<file path="config.mk">
export PLATFORM = sky130hd
export DESIGN_NAME = irq_event_ctrl
export DESIGN_NICKNAME = d
export VERILOG_FILES = /design/src/rtl/irq_event_pkg.sv /design/src/rtl/irq_event_decode.sv /design/src/rtl/irq_event_regs.sv /design/src/rtl/irq_event_ctrl.sv
export SDC_FILE = /design/constraint.sdc
export NUM_CORES = 1
export LEC_CHECK = 0
export ABC_AREA = 1
export CAP_MARGIN = 20
export CORE_ASPECT_RATIO = 2
export CORE_UTILIZATION = 40
export DETAILED_ROUTE_END_ITERATION = 8
export DONT_BUFFER_PORTS = 1
export SYNTH_ARGS = -nofsm -noshare
export SYNTH_HDL_FRONTEND = slang
export SYNTH_SLANG_ARGS = --single-unit
</file>
<file path="constraint.sdc">
create_clock -name clk -period 1 [get_ports clk]
set_input_delay 0.2 -clock clk [delete_from_list [all_inputs] [get_ports clk]]
set_output_delay 0.2 -clock clk [all_outputs]
set_load 0.01 [all_outputs]
</file>
<file path="src/rtl/irq_event_pkg.sv">
package irq_event_pkg;

  localparam int unsigned EVT_W = 32;

  typedef enum logic {
    SEL_EVENT = 1'b0,
    SEL_MASK  = 1'b1
  } regSel_e;

  typedef struct packed {
    logic clrEvt;
    logic ldMask;
  } regStrobe_t;

  localparam logic [EVT_W-1:0] GRP_TX  = 32'h0000_0001;
  localparam logic [EVT_W-1:0] GRP_RX  = 32'h0000_0002;
  localparam logic [EVT_W-1:0] GRP_ERR = 32'h007F_FFFC;

  localparam int unsigned LINE_N = 3;

endpackage

</file>
<file path="src/rtl/irq_event_decode.sv">
module irq_event_decode
  import irq_event_pkg::*;
(
  input  logic       wrEn,
  input  logic       wrSel,
  output regStrobe_t strobe
);

  always_comb begin
    strobe = '0;
    if (wrEn) begin
      if (regSel_e'(wrSel) == SEL_EVENT) strobe.clrEvt = 1'b1;
      else                               strobe.ldMask = 1'b1;
    end
  end

endmodule

</file>
<file path="src/rtl/irq_event_regs.sv">
module irq_event_regs
  import irq_event_pkg::*;
#(
  parameter int unsigned W = EVT_W,
  parameter logic [W-1:0] TX_BITS  = GRP_TX,
  parameter logic [W-1:0] RX_BITS  = GRP_RX,
  parameter logic [W-1:0] ERR_BITS = GRP_ERR,
  parameter int unsigned LINES = LINE_N
) (
  input  logic             clk,
  input  logic             rstN,
  input  regStrobe_t       strobe,
  input  logic [W-1:0]     wrData,
  input  logic [W-1:0]     evtSet,
  input  logic             rdSel,
  output logic [W-1:0]     rdData,
  output logic [LINES-1:0] irqVec
);

  localparam logic [W-1:0] IMPL = TX_BITS | RX_BITS | ERR_BITS;
  localparam logic [LINES*W-1:0] GROUPS = {ERR_BITS, RX_BITS, TX_BITS};

  logic [W-1:0] evtQ;
  logic [W-1:0] maskQ;
  logic [W-1:0] evtNext;
  logic [W-1:0] pendEn;

  always_comb begin
    evtNext = evtQ;
    if (strobe.clrEvt) evtNext = evtNext & ~wrData;
    evtNext = (evtNext | evtSet) & IMPL;
  end

  always_ff @(posedge clk or negedge rstN) begin
    if (!rstN) begin
      evtQ  <= '0;
      maskQ <= '0;
    end else begin
      evtQ <= evtNext;
      if (strobe.ldMask) maskQ <= wrData;
    end
  end

  assign pendEn = evtQ & maskQ;
  assign rdData = rdSel ? maskQ : evtQ;

  for (genvar g = 0; g < LINES; g++) begin : gLine
    localparam logic [W-1:0] SEL = GROUPS[g*W +: W];
    logic lineQ;
    always_ff @(posedge clk or negedge rstN) begin
      if (!rstN) lineQ <= 1'b0;
      else       lineQ <= |(pendEn & SEL);
    end
    assign irqVec[g] = lineQ;

    // a line is low one edge after its group has nothing enabled pending
    a_r8_line_drops: assert property (@(posedge clk) disable iff (!rstN)
      ((pendEn & SEL) == '0) |=> !lineQ);
    a_r8_line_rises: assert property (@(posedge clk) disable iff (!rstN)
      ((pendEn & SEL) != '0) |=> lineQ);
  end

  // a pulsed implemented bit is set after the edge
  a_r1_set_lands: assert property (@(posedge clk) disable iff (!rstN)
    ((evtSet & IMPL) != '0) |=> ((evtQ & $past(evtSet & IMPL)) == $past(evtSet & IMPL)));

  // unimplemented bits stay clear
  a_r1_reserved_zero: assert property (@(posedge clk) disable iff (!rstN)
    (evtQ & ~IMPL) == '0);

  // written-one bits without a simultaneous set are cleared
  a_r2_clear_lands: assert property (@(posedge clk) disable iff (!rstN)
    strobe.clrEvt |=> ((evtQ & $past(wrData & ~evtSet)) == '0));

  // mask write loads and leaves events untouched
  a_r4_mask_load: assert property (@(posedge clk) disable iff (!rstN)
    strobe.ldMask |=> (maskQ == $past(wrData)));
  a_r4_mask_no_evt: assert property (@(posedge clk) disable iff (!rstN)
    (strobe.ldMask && (evtSet == '0)) |=> $stable(evtQ));

endmodule

</file>
<file path="src/rtl/irq_event_ctrl.sv">
module irq_event_ctrl
  import irq_event_pkg::*;
#(
  parameter int unsigned W = EVT_W
) (
  input  logic         clk,
  input  logic         rstN,
  input  logic [W-1:0] evtSet,
  input  logic         wrEn,
  input  logic         wrSel,
  input  logic [W-1:0] wrData,
  input  logic         rdSel,
  output logic [W-1:0] rdData,
  output logic         irqTx,
  output logic         irqRx,
  output logic         irqErr
);

  regStrobe_t          strobe;
  logic [LINE_N-1:0]   irqVec;

  irq_event_decode u_decode (
    .wrEn   (wrEn),
    .wrSel  (wrSel),
    .strobe (strobe)
  );

  irq_event_regs #(
    .W        (W),
    .TX_BITS  (W'(GRP_TX)),
    .RX_BITS  (W'(GRP_RX)),
    .ERR_BITS (W'(GRP_ERR)),
    .LINES    (LINE_N)
  ) u_regs (
    .clk    (clk),
    .rstN   (rstN),
    .strobe (strobe),
    .wrData (wrData),
    .evtSet (evtSet),
    .rdSel  (rdSel),
    .rdData (rdData),
    .irqVec (irqVec)
  );

  assign irqTx  = irqVec[0];
  assign irqRx  = irqVec[1];
  assign irqErr = irqVec[2];

  // lines low in the first cycle out of reset
  a_r10_lines_reset: assert property (@(posedge clk) disable iff (!rstN)
    $rose(rstN) |-> (!irqTx && !irqRx && !irqErr));

endmodule

</file>
Yosys cells after proc, flatten, opt, wreduce, memory -nomap -nowiden --
Index checks and enable logic that the tools add are counted.
Storage, ports and cells: logic and storage cells 15, input bits 69, memory bits (read-only) 0, output and inout port bits 35, memories kept 0, memory bits (writable) 0, bits in registers 58, bits in latches 0
Operators by class: add/sub/neg operators 0, reductions and logical operators 1, $mul 0, bitwise operators 4, divide/modulo/power cells 0, shifts and indexed selects 0, multiplexer cells 5, $lt $le $gt $ge 0, equal/unequal tests 0
Operator list (number):
- AND 23 bit | 2
- 2-to-1 mux 32 bit | 1
- 2-to-1 mux 23 bit | 1
- NOT 23 bit | 1
- bitwise OR 23 bit | 1
- OR reduction 21 bit | 1
- 2-to-1 mux 1 bit | 2
- 2-to-1 mux 2 bit | 1

Logic depth before layout (Yosys ltp) --
Gate-level depths: netlist of the first run.
depth in word-level cells 4, gate-level depth with buffers 6, depth with buffers taken out 6

Modules after synthesis --
From an unflattened synthesis of the first run, not the netlist that was laid out.
Second synthesis, totals: cell total of the unflattened synthesis 311, area total of the unflattened synthesis 2678.8 µm²
Modules (own cells, without submodules):
- irq_event_regs | cells each 307, sequential area each 1451.4 µm², instances 1, area each 2661.3 µm²
- irq_event_decode | cells each 4, sequential area each 0.0 µm², instances 1, area each 17.5 µm²

Worst setup path after synthesis of the first run --
No wires, ideal clock.
kind input port to output port, from in rdSel, to out rdData[10], arrival 0.805 ns, cell stages on the path 3, buffers on the path 2, setup slack -0.005 ns, data required time 0.800 ns, cell sequence buf_2 > clkbuf_1 > o21ai_0
Between the ends: word-level cells in the longest chain between the ends 1
Ends and longest elaborated chain:
- from (decl) | line irq_event_ctrl.sv:12 | input logic rdSel,
- 2-to-1 mux 32 bit | line irq_event_regs.sv:45 | assign rdData = rdSel ? maskQ : evtQ;
- to (decl) | line irq_event_ctrl.sv:13 | output logic [W-1:0] rdData,
Every way passes these cells.

Worst setup path in the final report of the first run --
from reg u_regs.evtQ[12], to out rdData[12]
Between the ends: word-level cells in the longest chain between the ends 1
Ends and longest elaborated chain:
- from (decl) | line irq_event_regs.sv:23 | logic [W-1:0] evtQ;
- from (signal assigned) | line irq_event_regs.sv:39 | evtQ <= evtNext;
- 2-to-1 mux 32 bit | line irq_event_regs.sv:45
Every way passes these cells.

==> results.txt, run 1 <==
Reg clk slew, reported paths: 0.05 ns
Static power due to leakage: 0.00203 µW
Fillcell total: 623
Synthesis warning total: 0
Initial Utilization: 0.412
Total GRT Usage: 0.186
Worst path cell trace: inv_2 > o21ai_1 > buf_4
Share of the clock period used by the worst path after layout: 1.21
Final HPWL DP: 3900 µm
Net total in the final layout: 464
Portion of total power attributed to the clock network: 0.426
Worst-case clock buffer depth: 2
Endpoints failing hold: 58
Final Critical Period: 1.21 ns
Port bufs: 0
Highest fanout seen on the critical path: 2
Std cell rows: 42
Slew at the pin closest to its max-slew limit: 0.224 ns
TritonCTS Buffers: 9
TritonCTS sink count: 58
Insertion delay of the later-clocked pin in the worst-skew pair: 0.32 ns
Final setup viols: 32
Most common library cell in the layout ignoring fill and taps: nand2_1
Critical path required time: 0.80 ns
Area of the placeable core: 0.00662 mm²
Rel. slew slack: 0.851
DRT iter0 DRCs: 120
Met3 capacity usage during global routing: 0.0467
Max-capacitance violation count: 0
Kind of cell adding the most delay to the critical path: flip-flops
Reg-to-reg critical path endpoint: u_regs.gLine[2].lineQ
Violated checks: hold timing, setup timing
Int Pwr: 5050 µW
Overall routed net length: 6420 µm
Post-Synthesis Cell Area: 0.00273 mm²
Max Slew Vio Count: 0
Worst Hold Margin: -0.426 ns
Part of the total power dissipated in combinational logic: 0.167
Number of cell instances on the worst register-to-register path: 7
Placed Area: 0.00289 mm²
Outcome: finished with violations
Via Count: 2276
Critical path type: reg2out
Htree depth: 3
Total chip power: 6700 µW
Met2 Resource Use GR: 0.326
RSZ-0062 raised after global routing: yes
Sum of buffers and inverters on the critical path: 2
Top library cells by usage in the layout, fill and taps aside: nand2_1 (77), dfrtp_1 (58), buf_4 (41), inv_1 (33), inv_2 (27)
Post-synthesis instance total: 327
Number of remaining DRC errors: 0
Register area: 0.00145 mm²
Number of synthesized register bits: 58
Total non-filler cell area in the finished layout: 0.00381 mm²
Signal arrival time at the worst endpoint: 1.01 ns
Critical R2R Launch: u_regs.evtQ[20]
Library cell contributing the largest single delay on the critical path: dfrtp_1
Layout Area Growth over Synthesis: 39.6%
Switching part of the total: 0.247
Unique masters post-synth: 15
Initial antenna violation count: 0
Power per cell area: 1760 mW/mm²
Max rail drop VDD: 961 µV
Worst setup EP type: output pin
Overall die area: 0.00718 mm²
Ports placed on the boundary: 104
Antenna cell count: 0
Met1 Resource Use GR: 0.197
Mean instance size in the synthesized netlist: 8.35 µm²
Timing-limited maximum frequency: 827 MHz
Net load switching power: 1650 µW
R2R setup slack: -0.06 ns
Wire length of the first global-routing pass: 9760 µm
Total congestion overflow: 0
Total area of multi-input combinational cells: 0.00112 mm²
Kind of start point of the critical path: flip-flop
Layer carrying the most global-route usage: met2
Fraction of final layout cells sized beyond drive strength 1: 0.330
Via count of the first global-routing pass: 2200
Utilization of the core after routing: 0.575
Hold Buf Count CTS: 23
First-pass DRT Iterations: 4
Worst stage delay on the critical path: 0.35 ns
Hold Crit Class: in2async
Wire per inst: 13.2 µm
Horizontal die dimension: 60.4 µm
Total nets after synthesis: 396
Seq pwr share: 0.407
Worst setup skew after layout: 0.00666 ns
Die Y: 119 µm
Global placement routability congestion: 0.755
Via density: 4.66
Maximum number of pins on one net before global-route repair: 59
Cell at the root of the clock tree: clkbuf_16
CTS tree: yes
Routed Antenna Nets: 0
Least setup slack across all paths after layout: -0.209 ns
Proportion of synthesized chip area in sequential cells: 0.532
## cell usage after synthesis, drive strengths merged
| cell | number | area, µm² |
|---|---|---|
| nor2 | 27 | 101 |
| inv | 60 | 225 |
| o21ai | 46 | 230 |
| nand4 | 1 | 6.26 |
| o21bai | 21 | 158 |
| clkbuf | 4 | 15.0 |
| dfrtp | 58 | 1450 |
| nand2 | 89 | 342 |
| nand3 | 1 | 5.00 |
| mux2 | 11 | 139 |
| buf | 9 | 56.3 |
## final cells by class
class                           count  share of cell area
Sequential cell                    58               0.381
Inverter                           60              0.0591
Clock buffer                       14              0.0719
Tap cell                           88              0.0289
Multi-Input combinational cell    196               0.295
Clock inverter                      2             0.00263
Timing Repair Buffer               70               0.161
## per-stage QoR
step	worst slack, ns	setup TNS [ns]	instances
6_report	-0.209	-3.26	488
5_1_grt	-0.270	-4.79	488
4_1_cts	-0.201	-3.77	483
3_5_place_dp	0.00218	0	417
3_3_place_gp	0.00635	0	417
2_1_floorplan	-0.00460	-0.0921	327
## registers in the layout (all words and copies together), names as in the netlist
| signal | flops |
|---|---|
| u_regs.maskQ | 32 |
| u_regs.evtQ | 23 |
| u_regs.gLine.lineQ | 3 |
## worst max-delay path by stage
| stage | start | end | slack, ns | depth (start not counted) |
|---|---|---|---|---|
| finish | u_regs.evtQ[12] | rdData[12] | -0.21 | 3 |
| floorplan | rdSel | rdData[10] | -0.005 | 3 |
| global route | u_regs.evtQ[12] | rdData[12] | -0.27 | 3 |
| CTS | u_regs.evtQ[16] | rdData[16] | -0.20 | 3 |
| global placement | u_regs.maskQ[22] | u_regs.gLine[2].lineQ | 0.006 | 6 |
| detailed placement | u_regs.evtQ[22] | u_regs.gLine[2].lineQ | 0.002 | 6 |
## cells by family after synthesis
logic type,after synthesis,synth area share
AOI/OAI and AO/OA,67,0.142
DFF,58,0.532
buffers and inverters,73,0.109
and+or+nand+nor,118,0.166
muxes,11,0.0509
## metal layers
metal,wire [µm],part of all wire
met2,3690,0.57
met1,2430,0.38
met4,86,0.013
met3,211,0.033
met5,0,0
## power groups by stage
stage	sequential (µW)	combinational [µW]	clock [µW]
finish	2730	1120	2850
global route	2760	1240	3020
CTS	2720	1020	2910
detailed placement	2760	733	0
global placement	2750	725	0
floorplan	2730	584	0
## repair_timing
item,in CTS,in global routing
endpoints found under the setup margin,33,34
gates resized for setup,56,37
pin swaps,20,19
buffers inserted,27,6
hold endpoints to repair,81,58
Note: power is estimated with default switching activity, not from simulation.
==> run 2, diff against run 1 <==
- SETUP_SLACK_MARGIN: default -> 0.4
==> results.txt, run 2 (synthesis results as in run 1) <==
Critical path required time: 0.80 ns (about the same)
Utilization of the core after routing: 0.602 (was 0.575)
Least setup slack across all paths after layout: -0.198 ns (was -0.209 ns)
Initial Utilization: 0.412 (unchanged)
Initial antenna violation count: 0 (unchanged)
Total chip power: 7030 µW (was 6700 µW)
Cell at the root of the clock tree: clkbuf_16 (unchanged)
Maximum number of pins on one net before global-route repair: 59 (unchanged)
Placed Area: 0.00309 mm² (was 0.00289 mm²)
Signal arrival time at the worst endpoint: 1.00 ns (was 1.01 ns)
Insertion delay of the later-clocked pin in the worst-skew pair: 0.32 ns (about the same)
Final setup viols: 33 (was 32)
Routed Antenna Nets: 0 (unchanged)
Via Count: 2215 (was 2276)
Global placement routability congestion: 0.741 (was 0.755)
Wire per inst: 14.0 µm (was 13.2 µm)
Hold Crit Class: in2async (unchanged)
Critical path type: reg2out (unchanged)
Port bufs: 0 (unchanged)
Slew at the pin closest to its max-slew limit: 0.288 ns (was 0.224 ns)
Net total in the final layout: 441 (was 464)
Most common library cell in the layout ignoring fill and taps: dfrtp_1 (was nand2_1)
Std cell rows: 42 (unchanged)
Timing-limited maximum frequency: 835 MHz (was 827 MHz)
Sum of buffers and inverters on the critical path: 0 (was 2)
Kind of cell adding the most delay to the critical path: flip-flops (unchanged)
Outcome: finished with violations (unchanged)
Horizontal die dimension: 60.4 µm (unchanged)
Worst Hold Margin: -0.426 ns (about the same)
Register with the most flip-flops: u_regs.maskQ (unchanged)
Share of the clock period used by the worst path after layout: 1.20 (was 1.21)
Worst stage delay on the critical path: 0.39 ns (was 0.35 ns)
TritonCTS Buffers: 9 (unchanged)
Rel. slew slack: 0.807 (was 0.851)
Via density: 4.76 (was 4.66)
Total GRT Usage: 0.193 (was 0.186)
Top library cells by usage in the layout, fill and taps aside: dfrtp_1 (58), nand2_1 (51), nand2_2 (35), buf_6 (35), inv_2 (31) (was nand2_1 (77), dfrtp_1 (58), buf_4 (41), inv_1 (33), inv_2 (27))
Antenna cell count: 0 (unchanged)
Total non-filler cell area in the finished layout: 0.00399 mm² (was 0.00381 mm²)
Area of the placeable core: 0.00662 mm² (unchanged)
Max FFs per register: 32 (unchanged)
Worst setup skew after layout: 0.00517 ns (was 0.00666 ns)
TritonCTS sink count: 58 (unchanged)
Final HPWL DP: 4000 µm (was 3900 µm)
Final instance count without filler cells: 465 (was 488)
Fraction of final layout cells sized beyond drive strength 1: 0.448 (was 0.330)
Ports placed on the boundary: 104 (unchanged)
Violated checks: hold timing, setup timing (unchanged)
Die Y: 119 µm (unchanged)
Max Slew Vio Count: 0 (unchanged)
Kind of start point of the critical path: flip-flop (unchanged)
Number of remaining DRC errors: 0 (unchanged)
Max rail drop VDD: 1140 µV (was 961 µV)
Via count of the first global-routing pass: 2198 (was 2200)
Worst path cell trace: mux2_4 (was inv_2 > o21ai_1 > buf_4)
Highest fanout seen on the critical path: 3 (was 2)
Overall die area: 0.00718 mm² (unchanged)
Layout Area Growth over Synthesis: 46.0% (was 39.6%)
Placed insts: 403 (was 417)
RSZ-0062 raised after global routing: yes (unchanged)
Static power due to leakage: 0.00205 µW (was 0.00203 µW)
Endpoints failing hold: 67 (was 58)
Reg clk slew, reported paths: 0.05 ns (about the same)
Htree depth: 3 (unchanged)
Library cell contributing the largest single delay on the critical path: dfrtp_1 (unchanged)
Worst setup EP type: output pin (unchanged)
Total congestion overflow: 0 (unchanged)
Overall routed net length: 6500 µm (was 6420 µm)
Power per cell area: 1760 mW/mm² (about the same)
Worst-case clock buffer depth: 2 (unchanged)
Final Critical Period: 1.20 ns (was 1.21 ns)
CTS tree: yes (unchanged)
DRT iter0 DRCs: 132 (was 120)
Max-capacitance violation count: 0 (unchanged)
Top Registers: u_regs.maskQ: 32 flops, u_regs.evtQ: 23 flops, u_regs.gLine.lineQ: 3 flops (unchanged)
First-pass DRT Iterations: 4 (unchanged)
Wire length of the first global-routing pass: 9970 µm (was 9760 µm)
==> run 2: cell types whose count changed in the layout (fill, tap and decap cells not counted), sizes merged <==
cell,delta
clkbuf,+1
clkinv,-1
dlygate4sd3,-23
==> run 2: per-layer routing <==
metal	vias up	GRT usage	share of wire
met2	59	0.321	0.56
met3	10	0.0575	0.038
met1	1047	0.214	0.39
met4	0	0.0916	0.018
met5	-	0	0
li1	1099	-	-
==> run 2: repair_timing <==
item                                    in CTS  in global routing
resized for setup                           99                 33
endpoints found under the setup margin      93                 93
buffers inserted                            34                 12
hold endpoints to repair                    79                 80
pin swaps                                   53                 15
==> run 2: metrics by stage <==
step	setup TNS (ns)	setup slack (ns)
2_1_floorplan	0	0.160
5_1_grt	-3.87	-0.234
3_3_place_gp	0	0.0333
3_5_place_dp	0	0.0210
4_1_cts	-2.59	-0.211
6_report	-2.29	-0.198
==> run 2: worst paths after layout <==
check / start / endpoint / slack [ns] / cells past startpoint
worst max-delay path: u_regs.evtQ[21] / rdData[21] / -0.20 / 1
worst min-delay path: rstN / u_regs.gLine[0].lineQ / -0.43 / 0
worst max register to register: u_regs.evtQ[22] / u_regs.gLine[2].lineQ / -0.06 / 7
worst min register to register: u_regs.evtQ[0] / u_regs.gLine[0].lineQ / 0.50 / 2
max in group asynchronous: rstN / u_regs.evtQ[12] / 1.32 / 0
min in group clk: evtSet[22] / u_regs.evtQ[22] / -0.02 / 2
==> run 2: power by group <==
part	switching (µW)	leakage, µW	internal [µW]
Combinational	576	0.00125	705
Sequential	186	0.000641	2580
Clock	970	0.000152	2010
Total	1730	0.00205	5290
==> run 2: worst reg2reg max path, cell delays in order (launching register included) <==
cell     delay, ns
dfrtp_1       0.38
buf_6         0.13
nand2_2       0.06
nand2_2       0.06
nor2_1        0.08
nand2_1       0.08
nor2_1        0.11
nand2_1       0.05
==> run 2: area by class of cell <==
class                           instances  area (µm²)
Multi-Input combinational cell        196        1380
Fill cell                             586        2640
Inverter                               60         241
Sequential cell                        58        1450
Clock inverter                          1        5.00
Tap cell                               88         110
Clock buffer                           15         298
Timing Repair Buffer                   47         497
